==> src/rtl/tc_cfg_pkg.sv <==
package tc_cfg_pkg;
  localparam int MASK_W  = 8;
  localparam int UPD_BIT = 7;
  localparam int TCNT_W  = 3;
  localparam int CEN_LSB = 3;
  localparam int DIV_W   = 8;

  localparam logic [1:0] BASE_SLOW = 2'd0;
  localparam logic [1:0] BASE_SYS  = 2'd1;

  typedef enum logic [1:0] {
    ERR_NONE = 2'd0,
    ERR_TCNT = 2'd1,
    ERR_BASE = 2'd2
  } err_e;
endpackage

==> src/rtl/tc_clk_div.sv <==
module tc_clk_div #(
  parameter int BASE_PRE = 64,
  parameter int DIV_W    = 8,
  localparam int PRE_W   = (BASE_PRE > 1) ? $clog2(BASE_PRE) : 1
) (
  input  logic             clk_i,
  input  logic             rst_ni,
  input  logic             restart_i,
  input  logic             fast_i,
  input  logic [DIV_W-1:0] div_i,
  output logic             tick_o
);
  logic [PRE_W-1:0] pre_q;
  logic [DIV_W-1:0] div_cnt_q;
  logic [DIV_W-1:0] lim;
  logic             base_tick;

  // zero wraps to all ones: divide by 2**DIV_W
  assign lim       = div_i - DIV_W'(1);
  assign base_tick = fast_i || (pre_q == PRE_W'(BASE_PRE - 1));
  assign tick_o    = base_tick && (div_cnt_q == lim);

  always_ff @(posedge clk_i or negedge rst_ni) begin
    if (!rst_ni) begin
      pre_q     <= '0;
      div_cnt_q <= '0;
    end else if (restart_i) begin
      pre_q     <= '0;
      div_cnt_q <= '0;
    end else begin
      pre_q <= (pre_q == PRE_W'(BASE_PRE - 1)) ? '0 : pre_q + PRE_W'(1);
      if (base_tick) div_cnt_q <= tick_o ? '0 : div_cnt_q + DIV_W'(1);
    end
  end

  AST_TICK_PULSE: assert property (@(posedge clk_i) disable iff (!rst_ni)
    (tick_o && !restart_i && lim != '0) |=> !tick_o) else $error("tick wider than one cycle");
endmodule

==> src/rtl/tc_pin_map.sv <==
module tc_pin_map #(
  parameter int N_TMR   = 6,
  parameter int N_CNT   = 2,
  parameter int TW      = 3,
  localparam int N_LINES = N_TMR + N_CNT,
  localparam int SRC_W   = $clog2(N_LINES)
) (
  input  logic [TW-1:0]          ntmr_i,
  input  logic [N_CNT-1:0]       cen_i,
  output logic [N_LINES-1:0]     used_o,
  output logic [N_LINES*SRC_W-1:0] src_o,
  output logic [N_CNT*SRC_W-1:0] cnt_line_o
);
  always_comb begin
    int pos;
    cnt_line_o = '0;
    used_o     = '0;
    src_o      = '0;
    for (int k = 0; k < N_CNT; k++) begin
      pos = int'(ntmr_i);
      for (int j = 0; j < k; j++) if (cen_i[j]) pos++;
      cnt_line_o[k*SRC_W +: SRC_W] = SRC_W'(pos);
    end
    for (int l = 0; l < N_TMR; l++) begin
      if (l < int'(ntmr_i)) begin
        used_o[l]              = 1'b1;
        src_o[l*SRC_W +: SRC_W] = SRC_W'(l);
      end
    end
    for (int k = 0; k < N_CNT; k++) begin
      if (cen_i[k]) begin
        used_o[cnt_line_o[k*SRC_W +: SRC_W]] = 1'b1;
        src_o[int'(cnt_line_o[k*SRC_W +: SRC_W])*SRC_W +: SRC_W] = SRC_W'(N_TMR + k);
      end
    end
  end

  for (genvar l = 0; l < N_LINES - 1; l++) begin : g_pack_chk
    always_comb begin
      AST_LINES_PACKED: assert (!(used_o[l+1] && !used_o[l])) else $error("line gap");
    end
  end

  always_comb begin
    AST_LINE_COUNT: assert ($countones(used_o) == int'(ntmr_i) + $countones(cen_i)) else $error("line count");
  end
endmodule

==> src/rtl/tc_edge_cnt.sv <==
module tc_edge_cnt #(
  parameter int CNT_W = 32
) (
  input  logic             clk_i,
  input  logic             rst_ni,
  input  logic             en_i,
  input  logic             clr_i,
  input  logic             pin_i,
  output logic [CNT_W-1:0] cnt_o
);
  logic [1:0]       sync_q;
  logic             prev_q;
  logic [CNT_W-1:0] cnt_q;

  always_ff @(posedge clk_i or negedge rst_ni) begin
    if (!rst_ni) begin
      sync_q <= '0;
      prev_q <= 1'b0;
      cnt_q  <= '0;
    end else begin
      sync_q <= {sync_q[0], pin_i};
      prev_q <= sync_q[1];
      if (clr_i)                             cnt_q <= '0;
      else if (en_i && sync_q[1] && !prev_q) cnt_q <= cnt_q + CNT_W'(1); // wraps
    end
  end

  assign cnt_o = cnt_q;

  AST_IDLE_ZERO: assert property (@(posedge clk_i) disable iff (!rst_ni)
    !en_i |-> cnt_q == '0) else $error("disabled counter nonzero");
  AST_CLR_TAKES: assert property (@(posedge clk_i) disable iff (!rst_ni)
    clr_i |=> cnt_q == '0) else $error("clear missed");
endmodule

==> src/rtl/tc_cfg_alloc.sv <==
module tc_cfg_alloc
  import tc_cfg_pkg::*;
#(
  parameter int N_TMR    = 6,
  parameter int N_CNT    = 2,
  parameter int CNT_W    = 32,
  parameter int MODE_W   = 4,
  parameter int BASE_PRE = 64,
  localparam int N_LINES = N_TMR + N_CNT,
  localparam int SRC_W   = $clog2(N_LINES)
) (
  input  logic                      clk_i,
  input  logic                      rst_ni,
  input  logic                      req_i,
  input  logic [MASK_W-1:0]         en_mask_i,
  input  logic [1:0]                clk_base_i,
  input  logic [DIV_W-1:0]          div_i,
  input  logic [N_LINES-1:0]        upd_rst_i,
  input  logic [N_TMR*MODE_W-1:0]   tmr_mode_i,
  input  logic [N_LINES-1:0]        io_i,
  output logic                      tick_o,
  output logic [N_TMR-1:0]          tmr_en_o,
  output logic [N_TMR*MODE_W-1:0]   tmr_mode_o,
  output logic [N_TMR-1:0]          tmr_upd_o,
  output logic [N_LINES-1:0]        line_used_o,
  output logic [N_LINES*SRC_W-1:0]  line_src_o,
  output logic                      rsp_valid_o,
  output logic [1:0]                err_o,
  output logic [N_LINES-1:0]        status_o,
  output logic [N_CNT*CNT_W-1:0]    cnt_cap_o
);
  logic [TCNT_W-1:0]       req_ntmr;
  logic                    commit;
  err_e                    err_d;
  logic                    act, apply;

  logic [TCNT_W-1:0]       ntmr_q;
  logic [N_CNT-1:0]        cen_q;
  logic                    fast_q;
  logic [DIV_W-1:0]        div_q;
  logic [N_TMR*MODE_W-1:0] mode_q;

  logic                    rsp_valid_q;
  err_e                    err_q;
  logic [N_TMR-1:0]        upd_q;
  logic [N_CNT*CNT_W-1:0]  cap_q;
  logic [N_CNT*CNT_W-1:0]  cnt_all;
  logic [N_CNT*SRC_W-1:0]  cnt_line;

  logic unused_mask;
  assign unused_mask = ^en_mask_i[UPD_BIT-1:CEN_LSB+N_CNT];

  assign req_ntmr = en_mask_i[TCNT_W-1:0];
  assign commit   = en_mask_i[UPD_BIT];

  always_comb begin
    err_d = ERR_NONE;
    if (commit) begin
      if (int'(req_ntmr) > N_TMR)  err_d = ERR_TCNT;
      else if (clk_base_i[1])      err_d = ERR_BASE;
    end
  end

  assign act   = req_i && (err_d == ERR_NONE);
  assign apply = act && commit;

  always_ff @(posedge clk_i or negedge rst_ni) begin
    if (!rst_ni) begin
      ntmr_q <= '0;
      cen_q  <= '0;
      fast_q <= 1'b0;
      div_q  <= '0;
      mode_q <= '0;
    end else if (apply) begin
      ntmr_q <= req_ntmr;
      cen_q  <= en_mask_i[CEN_LSB +: N_CNT];
      fast_q <= (clk_base_i == BASE_SYS);
      div_q  <= div_i;
      mode_q <= tmr_mode_i;
    end
  end

  always_ff @(posedge clk_i or negedge rst_ni) begin
    if (!rst_ni) begin
      rsp_valid_q <= 1'b0;
      err_q       <= ERR_NONE;
      upd_q       <= '0;
      cap_q       <= '0;
    end else begin
      rsp_valid_q <= req_i;
      upd_q       <= act ? (upd_rst_i[N_TMR-1:0] | {N_TMR{apply}}) : '0;
      if (req_i) begin
        err_q <= err_d;
        cap_q <= cnt_all;  // snapshot precedes any clear at this edge
      end
    end
  end

  tc_clk_div #(.BASE_PRE(BASE_PRE), .DIV_W(DIV_W)) u_clk_div (
    .clk_i     (clk_i),
    .rst_ni    (rst_ni),
    .restart_i (apply),
    .fast_i    (fast_q),
    .div_i     (div_q),
    .tick_o    (tick_o)
  );

  tc_pin_map #(.N_TMR(N_TMR), .N_CNT(N_CNT), .TW(TCNT_W)) u_pin_map (
    .ntmr_i     (ntmr_q),
    .cen_i      (cen_q),
    .used_o     (line_used_o),
    .src_o      (line_src_o),
    .cnt_line_o (cnt_line)
  );

  for (genvar k = 0; k < N_CNT; k++) begin : g_cnt
    logic clr, pin;
    assign clr = act && (upd_rst_i[N_TMR+k] ||
                         (commit && (en_mask_i[CEN_LSB+k] != cen_q[k])));
    assign pin = io_i[cnt_line[k*SRC_W +: SRC_W]];
    tc_edge_cnt #(.CNT_W(CNT_W)) u_cnt (
      .clk_i  (clk_i),
      .rst_ni (rst_ni),
      .en_i   (cen_q[k]),
      .clr_i  (clr),
      .pin_i  (pin),
      .cnt_o  (cnt_all[k*CNT_W +: CNT_W])
    );
  end

  for (genvar i = 0; i < N_TMR; i++) begin : g_ten
    assign tmr_en_o[i] = int'(ntmr_q) > i;
  end

  assign tmr_mode_o  = mode_q;
  assign tmr_upd_o   = upd_q;
  assign rsp_valid_o = rsp_valid_q;
  assign err_o       = err_q;
  assign status_o    = {cen_q, tmr_en_o};
  assign cnt_cap_o   = cap_q;

  AST_GATE_HOLD: assert property (@(posedge clk_i) disable iff (!rst_ni)
    (req_i && !commit) |=> ($stable(ntmr_q) && $stable(cen_q) && $stable(fast_q)
                            && $stable(div_q) && $stable(mode_q))) else $error("uncommitted write");
  AST_ERR_HOLD: assert property (@(posedge clk_i) disable iff (!rst_ni)
    (req_i && commit && (int'(req_ntmr) > N_TMR || clk_base_i[1])) |=>
      ($stable(ntmr_q) && $stable(cen_q) && $stable(fast_q) && $stable(div_q)
       && $stable(mode_q) && tmr_upd_o == '0)) else $error("rejected request took effect");
  AST_RSP_NEXT: assert property (@(posedge clk_i) disable iff (!rst_ni)
    req_i |=> rsp_valid_o) else $error("missing response");
  AST_NTMR_LEGAL: assert property (@(posedge clk_i) disable iff (!rst_ni)
    int'(ntmr_q) <= N_TMR) else $error("illegal timer count");
endmodule

==> config.mk <==
export PLATFORM = sky130hd
export DESIGN_NAME = tc_cfg_alloc
export DESIGN_NICKNAME = d
export VERILOG_FILES = /design/src/rtl/tc_cfg_pkg.sv /design/src/rtl/tc_clk_div.sv /design/src/rtl/tc_pin_map.sv /design/src/rtl/tc_edge_cnt.sv /design/src/rtl/tc_cfg_alloc.sv
export SDC_FILE = /design/constraint.sdc
export NUM_CORES = 1
export LEC_CHECK = 0
export ABC_AREA = 1
export BUFFER_PORTS_ARGS = -buffer_cell sky130_fd_sc_hd__buf_2
export CAP_MARGIN = 15
export CORE_AREA = 3 3 148 150
export DETAILED_ROUTE_END_ITERATION = 16
export DIE_AREA = 0 0 151 153
export GPL_TIMING_DRIVEN = 0
export HOLD_SLACK_MARGIN = 0.06
export PLACE_DENSITY = 0.77
export SLEW_MARGIN = 30
export SYNTH_ARGS = -nofsm -noshare
export SYNTH_HDL_FRONTEND = slang
export SYNTH_SLANG_ARGS = --single-unit
==> constraint.sdc <==
create_clock -name clk_i -period 4.47 [get_ports clk_i]
set_input_delay 0.447 -clock clk_i [delete_from_list [all_inputs] [get_ports clk_i]]
set_output_delay 0.447 -clock clk_i [all_outputs]
set_load 0.05 [all_outputs]
# After elaboration in Yosys (flattened, before gate mapping)

Index checks and enable logic that the tools add are counted.

Flip-flop bits (word level): 195
Input port bits: 61
Word-level logic and storage cells: 117
Output and inout bits: 144

Reduce and logical (&&, ||, !) cells: 22
Shift operators: 4
Add/subtract/negate cells: 8
Bitwise logic cells: 3
Eq/ne operators: 5
Order comparisons: 17
Multipliers: 2
Muxes and demuxes: 39

Operator list:

| cell                                                                          | number |
|---|---|
| 32-bit 2-to-1 mux                                                             | 4 |
| 32-bit negation with 33-bit output                                            | 2 |
| 3-bit by 33-bit variable shift with 24-bit output (first input constant)      | 2 |
| 3-bit by 33-bit indexed part select with 24-bit output (first input constant) | 2 |
| 32-bit by 1-bit adder with 32-bit output (second input constant)              | 2 |
| 24-bit bitwise mux                                                            | 2 |
| 24-bit 2-to-1 mux                                                             | 2 |
| 8-bit 2-to-1 mux                                                              | 5 |
| 6-bit 2-to-1 mux                                                              | 3 |
| 1-bit logical AND                                                             | 13 |
| 1-bit 2-to-1 mux                                                              | 11 |
| 3-bit by 2-bit multiplier with 5-bit output (second input constant)           | 2 |
| 2-bit 2-to-1 mux                                                              | 5 |
| 3-bit > comparator (second input constant)                                    | 3 |
| 3-bit 2-to-1 mux                                                              | 3 |
| 8-bit by 1-bit adder with 8-bit output (second input constant)                | 1 |
| 8-bit == test                                                                 | 1 |
| 3-bit by 4-bit less-than comparator with 1-bit output (second input constant) | 2 |
| 6-bit by 8-bit OR with 8-bit output                                           | 1 |
| 8-bit OR                                                                      | 1 |
| 8-bit by 1-bit subtractor with 8-bit output (second input constant)           | 1 |
| 6-bit by 1-bit adder with 6-bit output (second input constant)                | 1 |
| 1-bit binary-select mux with 3-bit select                                     | 2 |
| 1-bit demux with 3-bit select                                                 | 2 |
| other kinds (15)                                                              | 27 |

# Longest topological paths before layout

Gate-level depths: netlist (run 1).

Depth in word-level cells: 8
Mapped depth: 12

# Modules after synthesis

From an unflattened synthesis (run 1), not the netlist that was laid out.

Cell total of the unflattened synthesis: 1394
Area, all modules: 10503.8 um^2

By module, submodules not included:

| module                       | seq. area each (um^2) | cells each | times used | area each (um^2) |
|---|---|---|---|---|
| tc_cfg_alloc                 | 2777.7                | 536        | 1          | 4530.6 |
| tc_edge_cnt (g_cnt[0].u_cnt) | 875.8                 | 292        | 1          | 2075.7 |
| tc_edge_cnt (g_cnt[1].u_cnt) | 875.8                 | 292        | 1          | 2069.5 |
| tc_clk_div                   | 350.3                 | 155        | 1          | 1076.0 |
| tc_pin_map                   | 0.0                   | 119        | 1          | 752.0 |

# Worst setup path after synthesis (run 1)

Ideal clock, no wire load.

Path kind: register to output
Start point: reg cen_q[0]
End point: out line_src_o[20]
Arrival time: 3.204 ns
Setup slack: 0.819 ns
Path buffers: 2
Cell stages (with the launch flop): 12
Cells stage by stage: dfrtp_1 buf_6 nand2_1 inv_1 nor2_4 clkinv_1 ha_1 or2_1 nand2_2 inv_2 o21ai_0 buf_4

Cells in the longest elaborated chain, start to end: 6
Elaborated cells on any way between the ends: 8
Those cells by class: add/sub (1); mul (1); shift (2); mux (4)

RTL lines:

| item                                                                                                                        | line               | RTL |
|---|---|---|
| from (decl)                                                                                                                 | tc_cfg_alloc.sv:38 | `logic [N_CNT-1:0] cen_q;` |
| from (signal assigned)                                                                                                      | tc_cfg_alloc.sv:76 | `cen_q <= en_mask_i[CEN_LSB +: N_CNT];` |
| 3-bit 2-to-1 mux                                                                                                            | tc_pin_map.sv:21   | `for (int j = 0; j < k; j++) if (cen_i[j]) pos++;` |
| 3-bit by 2-bit multiplier with 5-bit output                                                                                 | tc_pin_map.sv:33   | `src_o[int'(cnt_line_o[k*SRC_W +: SRC_W])*SRC_W +: SRC_W] = SRC_W'(N_TMR + k);` |
| 32-bit negation with 33-bit output                                                                                          | tc_pin_map.sv:33   |  |
| 3-bit by 33-bit indexed part select with 24-bit output or 3-bit by 33-bit variable shift with 24-bit output (tied branches) | tc_pin_map.sv:33   |  |
| 24-bit bitwise mux                                                                                                          | tc_pin_map.sv:33   |  |
| 24-bit 2-to-1 mux *                                                                                                         | tc_pin_map.sv:31   | `if (cen_i[k]) begin` |
| to (decl)                                                                                                                   | tc_cfg_alloc.sv:26 | `output logic [N_LINES*SRC_W-1:0] line_src_o,` |

Mark *: on every way between the ends. The rest lies on a longest branch, timed or not.

# Final worst setup path (run 1)

Start point: reg ntmr_q[1]
End point: out line_src_o[20]

Cells in the longest elaborated chain, start to end: 7
Elaborated cells on any way between the ends: 14
Those cells by class: add/sub (3); mul (2); shift (4); mux (5)

RTL lines:

| item                                                                                                  | line                               | RTL |
|---|---|---|
| from (decl)                                                                                           | tc_cfg_alloc.sv:37                 | `logic [TCNT_W-1:0] ntmr_q;` |
| from (signal assigned)                                                                                | tc_cfg_alloc.sv:75                 | `ntmr_q <= req_ntmr;` |
| 3-bit by 1-bit adder with 3-bit output or 3-bit by 2-bit multiplier with 5-bit output (tied branches) | tc_pin_map.sv:21, tc_pin_map.sv:33 |  |
| 3-bit 2-to-1 mux or 32-bit negation with 33-bit output (tied branches)                                | tc_pin_map.sv:21, tc_pin_map.sv:33 |  |
| 3-bit by 2-bit multiplier with 5-bit output, or another cell as far along                             | tc_pin_map.sv:33                   |  |
| 32-bit negation with 33-bit output or 24-bit bitwise mux (tied branches)                              | tc_pin_map.sv:33                   |  |
| 3-bit by 33-bit indexed part select with 24-bit output, or another cell as far along                  | tc_pin_map.sv:33                   |  |
| 24-bit bitwise mux                                                                                    | tc_pin_map.sv:33                   |  |
| 24-bit 2-to-1 mux *                                                                                   | tc_pin_map.sv:31                   |  |

Marks and branches as above.

==> results.sh, run 1 <==
export IMPL_irDropWorstVdd_v=0.0002904
export IMPL_synth_top_family_by_area="simple AND/OR/NAND/NOR gates"
export IMPL_avgSynthCellArea_um2=7.684
export IMPL_rsz0062_at_grt="no"
export IMPL_routabilityCongestion=0.9634
export IMPL_grt_busiest_layer="met2"
export IMPL_arrival_ns=3.25
export IMPL_synth_async_reset_ratio_pct=100.0
export IMPL_r2r_start="ntmr_q[1]"
export IMPL_synth_distinct_cells=49
export IMPL_use_met2_pct=42.17
export IMPL_synth_area_leader_cell="dfrtp_1"
export IMPL_cp_slowest_cell="dfrtp_1"
export IMPL_fmax_ghz=0.2706
export IMPL_worstHoldPathType="in -> reg"
export IMPL_drv_cap=0
export IMPL_wirelength_mm=29.39
export IMPL_worst_pin_slew_ns=0.6095
export IMPL_holdCritStartpoint="tmr_mode_i[5]"
export IMPL_cp_buffers_inverters=5
export IMPL_setup_viol=0
export IMPL_worstSetupPathType="reg -> out"
export IMPL_final_common_cell="nand2_1"
export IMPL_grt_pass1_vias=9461
export IMPL_synth_area_leaders="dfrtp_1, nand2_1, o21ai_0"
export IMPL_fin_tns_setup_ns=0
export IMPL_io_buffers=202
export IMPL_drtAntennaViolNets=0
export IMPL_vias=9884
export IMPL_drt_first_pass_iters=6
export IMPL_fp_row_count=53
export IMPL_yosys_area_share_simple_pct=31.97
export IMPL_avgRoutedWirePerCell_um=15.84
export IMPL_vias_per_cell=5.328
export IMPL_relSlewSlack_pct=59.37
export IMPL_grt_ovfl_total=0
export IMPL_cts_max_path_buffers=2
export IMPL_synth_area_mm2=0.01032
export IMPL_min_period_ns=3.696
export IMPL_cts_resized=0
export IMPL_netlist_area_leader_share_pct=47.28
export IMPL_muxShareOfSynthArea_pct=0
export IMPL_use_met3_pct=5.010
export IMPL_die_h_um=153
export IMPL_skew_ns=0.01590
export IMPL_critPathLaunch="ntmr_q[1]"
export IMPL_finalHoldViolations=0
export IMPL_synth_ff_type="dfrtp_1"
export IMPL_diodes=0
export IMPL_start_kind="flip-flop"
export IMPL_dp_hpwl_mm=22.54
export IMPL_clockRootBuffer="clkbuf_16"
export IMPL_synth_compound_area_share_pct=8.329
export IMPL_initial_utilization_pct=49.56
export IMPL_synth_seq_cells=195
export IMPL_powerDensity_mw_per_mm2=409.8
export IMPL_placed_area_mm2=0.01174
export IMPL_leakage_nw=6.401
export IMPL_track_usage_pct=25.82
export IMPL_syn_nets=1418
export IMPL_clock_sinks=195
export IMPL_grt_max_degree=82
export IMPL_cts_made_buffers=17
export IMPL_final_nets=1642
export IMPL_status="finished, final reports clean"
export IMPL_yosysSeqAreaShare_pct=47.28
export IMPL_critical_path_cell_chain="inv_1 > ha_1 > inv_1 > nand2_1 > o21ai_1 > ha_1 > or2_1 > nand2_2 > inv_2 > o21ai_0 > buf_4 > buf_2"
export IMPL_boundaryPins=205
export IMPL_antenna_found_initial=0
export IMPL_drive_gt1_share_pct=20.32
export IMPL_cp_top_family="buffers and inverters"
export IMPL_drv_slew=0
export IMPL_yosysWarnings=0
export IMPL_crit_fanout=8
export IMPL_synth_xor_area_share_pct=1.952
export IMPL_die_x_um=151
export IMPL_clk_latency_ns=0.44
export IMPL_drc_errors=0
export IMPL_synth_edf_count=0
export IMPL_synth_fa_ha_area_share_pct=1.697
export IMPL_cts_tree="done"
export IMPL_fin_crit_sh_pct=82.68
export IMPL_drtIter0Drc=817
export IMPL_cpPeakStageDelay_ns=0.52
export IMPL_die_area_mm2=0.02310
export IMPL_power_w=0.005069
export IMPL_ctsHtreeMaxLevel=4
export IMPL_end_kind="primary output"
export IMPL_grt_use_met1_pct=35.47
export IMPL_worst_ep_required_time_ns=4.02
export IMPL_grt_pass1_wl_mm=47.87
export IMPL_areaGrowthSynthToFinish_pct=19.85
export IMPL_mostFrequentLayoutCells="nand2_1, buf_2, dfrtp_1"
export IMPL_core_area_mm2=0.02082
export IMPL_clkTransAtPathRegs_ns=0.08
export IMPL_fin_area_mm2=0.01237
export IMPL_syn_inst=1343
-- Yosys cell counts, drive strengths merged, types with 3 or more instances --
master	instances
o221ai	4
nand2	440
buf	35
inv	148
nor2	126
nor4	6
clkbuf	20
nor3	40
a21oi	19
o211ai	3
o31ai	3
ha	14
nand3	88
xor2	19
dfrtp	195
nand4	34
o21ai	123
xnor2	4
nand3b	6
or2	4
-- sequential cells by signal, indices dropped and copies added (netlist names), 4 cells and up --
register,cells
cnt_cap_o,64
div_q,8
g_cnt.u_cnt.cnt_o,64
g_cnt.u_cnt.sync_q,4
tmr_mode_o,24
tmr_upd_o,6
u_clk_div.div_cnt_q,8
u_clk_div.pre_q,6
-- metal layers --
layer | vias to the layer above | wire length [um]
li1 | 4747 | -
met1 | 4708 | 12710
met2 | 391 | 14080
met3 | 38 | 2220
met4 | 0 | 382
met5 | - | 0
-- final cells by class --
cell class	count	area (um2)
Clock buffer	17	425.4
Clock inverter	15	192.7
Fill cell	1931	8454
Buffer	55	341.6
Multi-Input combinational cell	943	4536
Sequential cell	195	4880
Tap cell	275	344.1
Inverter	150	563.0
Timing Repair Buffer	205	1086
-- worst register-to-register path: stages (launching register included) --
cell and delay [ns]:
dfrtp_1 0.52, inv_1 0.22, ha_1 0.31, inv_1 0.09
nand2_1 0.05, o21ai_1 0.20, inv_1 0.16, nor2_1 0.24
nand2_1 0.08, nand4_1 0.11
-- kinds of logic (layout without fill, tap and decap cells) --
family	count (synthesis)	after routing
buf+inv	205	442
compound gates	160	160
simple gates	746	746
fa+ha+maj	14	14
flops	195	195
xor+xnor	23	23
-- power breakdown --
part	switching (W)	internal (W)	total [W]
clock network	0.000748	0.000854	0.00160
registers	0.000113	0.00190	0.00201
logic	0.00109	0.000364	0.00145
total	0.00195	0.00312	0.00507
-- timing repair --
item / 4_1_cts / 5_1_grt
hold buffers: 1 / 0
hold endpoints to repair: 61 / 0
setup buffers: 0 / 0
-- worst paths after layout --
kind / to / slack [ns] / cells past startpoint
max: line_src_o[20] / 0.77 / 12
min reg2reg: g_cnt[1].u_cnt.sync_q[1] / 0.35 / 0
max in group asynchronous: u_clk_div.div_cnt_q[5] / 2.88 / 4
max reg2reg: g_cnt[1].u_cnt.sync_q[0] / 2.39 / 9
min in group asynchronous: cnt_cap_o[41] / 0.52 / 2
min: tmr_mode_o[5] / 0.19 / 3
-- stage by stage --
stage	cells	hold slack, ns	setup slack [ns]	util, %
after CTS	1855	0.1850	0.7465	59.40
after global routing	1855	0.1955	0.6060	59.40
final	1855	0.1930	0.7741	59.40
after global placement	1820	0.3327	-0.2987	56.07
after detailed placement	1822	0.3347	1.239	56.38
after floorplan	1343	0.1514	0.8186	-
Note: power is estimated with default switching activity, not from simulation.
==> inputs of run 2 (changes only) <==
Clock period 4.47 ns to 3.63 ns, I/O delays scaled along.
==> results.sh, run 2 (same netlist as run 1, synthesis figures left out) <==
export IMPL_status="finished, final reports clean"
export IMPL_drtAntennaViolNets=0
export IMPL_path_depth=12
export IMPL_grt_max_degree=82
export IMPL_avgRoutedWirePerCell_um=15.90
export IMPL_dp_hpwl_mm=22.54
export IMPL_die_x_um=151
export IMPL_grt_pass1_vias=9461
export IMPL_worst_pin_slew_ns=0.6281
export IMPL_final_common_cell="nand2_1"
export IMPL_clk_latency_ns=0.44
export IMPL_vias_per_cell=5.327
export IMPL_cp_top_family="buffers and inverters"
export IMPL_setup_viol=0
export IMPL_critical_path_cell_chain="buf_6 > nand2_1 > inv_1 > nor2_4 > clkinvlp_4 > ha_1 > or2_1 > nand2_2 > inv_2 > o22ai_1 > buf_4 > buf_2"
export IMPL_grt_ovfl_total=0
export IMPL_worstHoldPathType="in -> reg"
export IMPL_fmax_ghz=0.2866
export IMPL_p_sw_w=0.002405
export IMPL_pre_cts_ws_ns=0.4832
export IMPL_boundaryPins=205
export IMPL_leakage_nw=6.398
export IMPL_drc_errors=0
export IMPL_die_h_um=153
export IMPL_initial_utilization_pct=49.56
export IMPL_r2r_start="div_q[0]"
export IMPL_track_usage_pct=25.82
export IMPL_end_kind="primary output"
export IMPL_rsz0062_at_grt="no"
export IMPL_vias=9882
export IMPL_r2r_slack_ns=1.58
export IMPL_critPathLaunch="cen_q[0]"
export IMPL_finalHoldViolations=0
export IMPL_core_area_mm2=0.02082
export IMPL_cts_made_buffers=17
export IMPL_regToRegEndpoint="u_clk_div.div_cnt_q[3]"
export IMPL_switching_share_pct=38.50
export IMPL_ctsHtreeMaxLevel=4
export IMPL_layout_setup_ws_ns=0.1404
export IMPL_grt_pass1_wl_mm=47.87
export IMPL_final_nets=1642
export IMPL_crit_fanout=10
export IMPL_routabilityCongestion=0.9634
export IMPL_seqPwrFrac_pct=39.7
export IMPL_min_period_ns=3.490
export IMPL_clock_sinks=195
export IMPL_drv_slew=0
export IMPL_cts_max_path_buffers=2
export IMPL_drive_gt1_share_pct=20.44
export IMPL_die_area_mm2=0.02310
export IMPL_endpoint="line_src_o[23]"
export IMPL_drtIter0Drc=798
export IMPL_r2r_cells=11
export IMPL_arrival_ns=3.13
export IMPL_worst_ep_required_time_ns=3.27
export IMPL_fillCellCount=1931
export IMPL_powerDensity_mw_per_mm2=504.9
export IMPL_io_buffers=202
export IMPL_cpPeakStageDelay_ns=0.40
export IMPL_drt_first_pass_iters=8
export IMPL_fin_crit_sh_pct=96.13
export IMPL_diodes=0
export IMPL_cp_slowest_cell="dfrtp_1"
export IMPL_clkTransAtPathRegs_ns=0.08
export IMPL_skew_ns=0.01665
export IMPL_power_w=0.006247
export IMPL_antenna_found_initial=0
export IMPL_cts_tree="done"
export IMPL_mostFrequentLayoutCells="nand2_1, buf_2, dfrtp_1"
export IMPL_postCtsSetupRepairBufs=0
export IMPL_irDropWorstVdd_v=0.0003561
export IMPL_worstSetupPathType="reg -> out"
export IMPL_cp_buffers_inverters=6
export IMPL_clockRootBuffer="clkbuf_16"
export IMPL_power_internal_w=0.003842
export IMPL_clkPwrFrac_pct=31.6
export IMPL_areaGrowthSynthToFinish_pct=19.90
export IMPL_drv_cap=0
export IMPL_relSlewSlack_pct=58.13
export IMPL_start_kind="flip-flop"
export IMPL_p_comb_share_pct=28.7
export IMPL_wirelength_mm=29.49
export IMPL_fp_row_count=53
-- run 2: how the worst min path moves through the flow --
stage                              from                       end  slack (ns)  cells after the start
2_1_floorplan                    rst_ni                  cen_q[0]        0.07                      0
3_3_place_gp   g_cnt[0].u_cnt.sync_q[0]  g_cnt[0].u_cnt.sync_q[1]        0.33                      0
3_5_place_dp                     rst_ni             cnt_cap_o[41]        0.32                      1
4_1_cts                   tmr_mode_i[5]             tmr_mode_o[5]        0.10                      3
5_1_grt                   tmr_mode_i[7]             tmr_mode_o[7]        0.11                      3
6_report                  tmr_mode_i[5]             tmr_mode_o[5]        0.11                      3
-- run 2: metal layers --
layer | global-route usage (%) | wire length, um | up-vias | share of wire (%)
met2 | 42.17 | 14100 | 383 | 48
li1 | - | - | 4745 | -
met1 | 35.47 | 12830 | 4715 | 44
met5 | 0 | 0 | - | 0
met4 | 6.649 | 392 | 0 | 1.3
met3 | 5.010 | 2169 | 39 | 7.4
-- run 2: area by class of cell --
cell class	count	area (um2)	area share (%)
sequential	195	4881	39.45
multi-input combinational	943	4536	36.66
timing repair buffer	205	1086	8.777
inverter	150	566.8	4.581
clock buffer	17	425.4	3.438
tap	275	344.1	2.781
buffer	55	341.6	2.761
clock inverter	15	192.7	1.557
-- run 2: worst reg2reg max path, cell delays in order, from the launching register on --
cell      delay, ns
dfrtp_1        0.38
inv_1          0.17
ha_1           0.29
nand2_1        0.12
nor2_1         0.10
nand2_1        0.05
nand2_1        0.08
nand2_1        0.06
nor2_1         0.11
nand3_1        0.31
nand3b_1       0.20
nand2_1        0.07
-- run 2: power groups by stage --
stage / Combinational [W] / Clock [W] / Sequential, W
2_1_floorplan: 0.00106 / 0 / 0.00273
3_3_place_gp: 0.00176 / 0 / 0.00252
3_5_place_dp: 0.00178 / 0 / 0.00252
4_1_cts: 0.00179 / 0.00200 / 0.00248
5_1_grt: 0.00194 / 0.00209 / 0.00251
6_report: 0.00179 / 0.00197 / 0.00248
-- run 2: what timing repair did --
item,CTS,global route
resized for setup,1,2
hold buffers,1,0
endpoints found under the setup margin,1,3
hold endpoints to repair,61,0
-- run 2: metrics by stage --
step / cells / setup TNS, ns / hold slack, ns / util [%] / instance area (um2)
global route: 1855 / 0 / 0.1115 / 59.42 / 12370
global placement: 1820 / -202.65 / 0.3327 / 56.07 / 11670
CTS: 1855 / 0 / 0.1010 / 59.40 / 12370
detailed placement: 1822 / 0 / 0.3216 / 56.38 / 11740
finish: 1855 / 0 / 0.1089 / 59.42 / 12370
floorplan: 1343 / 0 / 0.06741 / - / 10320
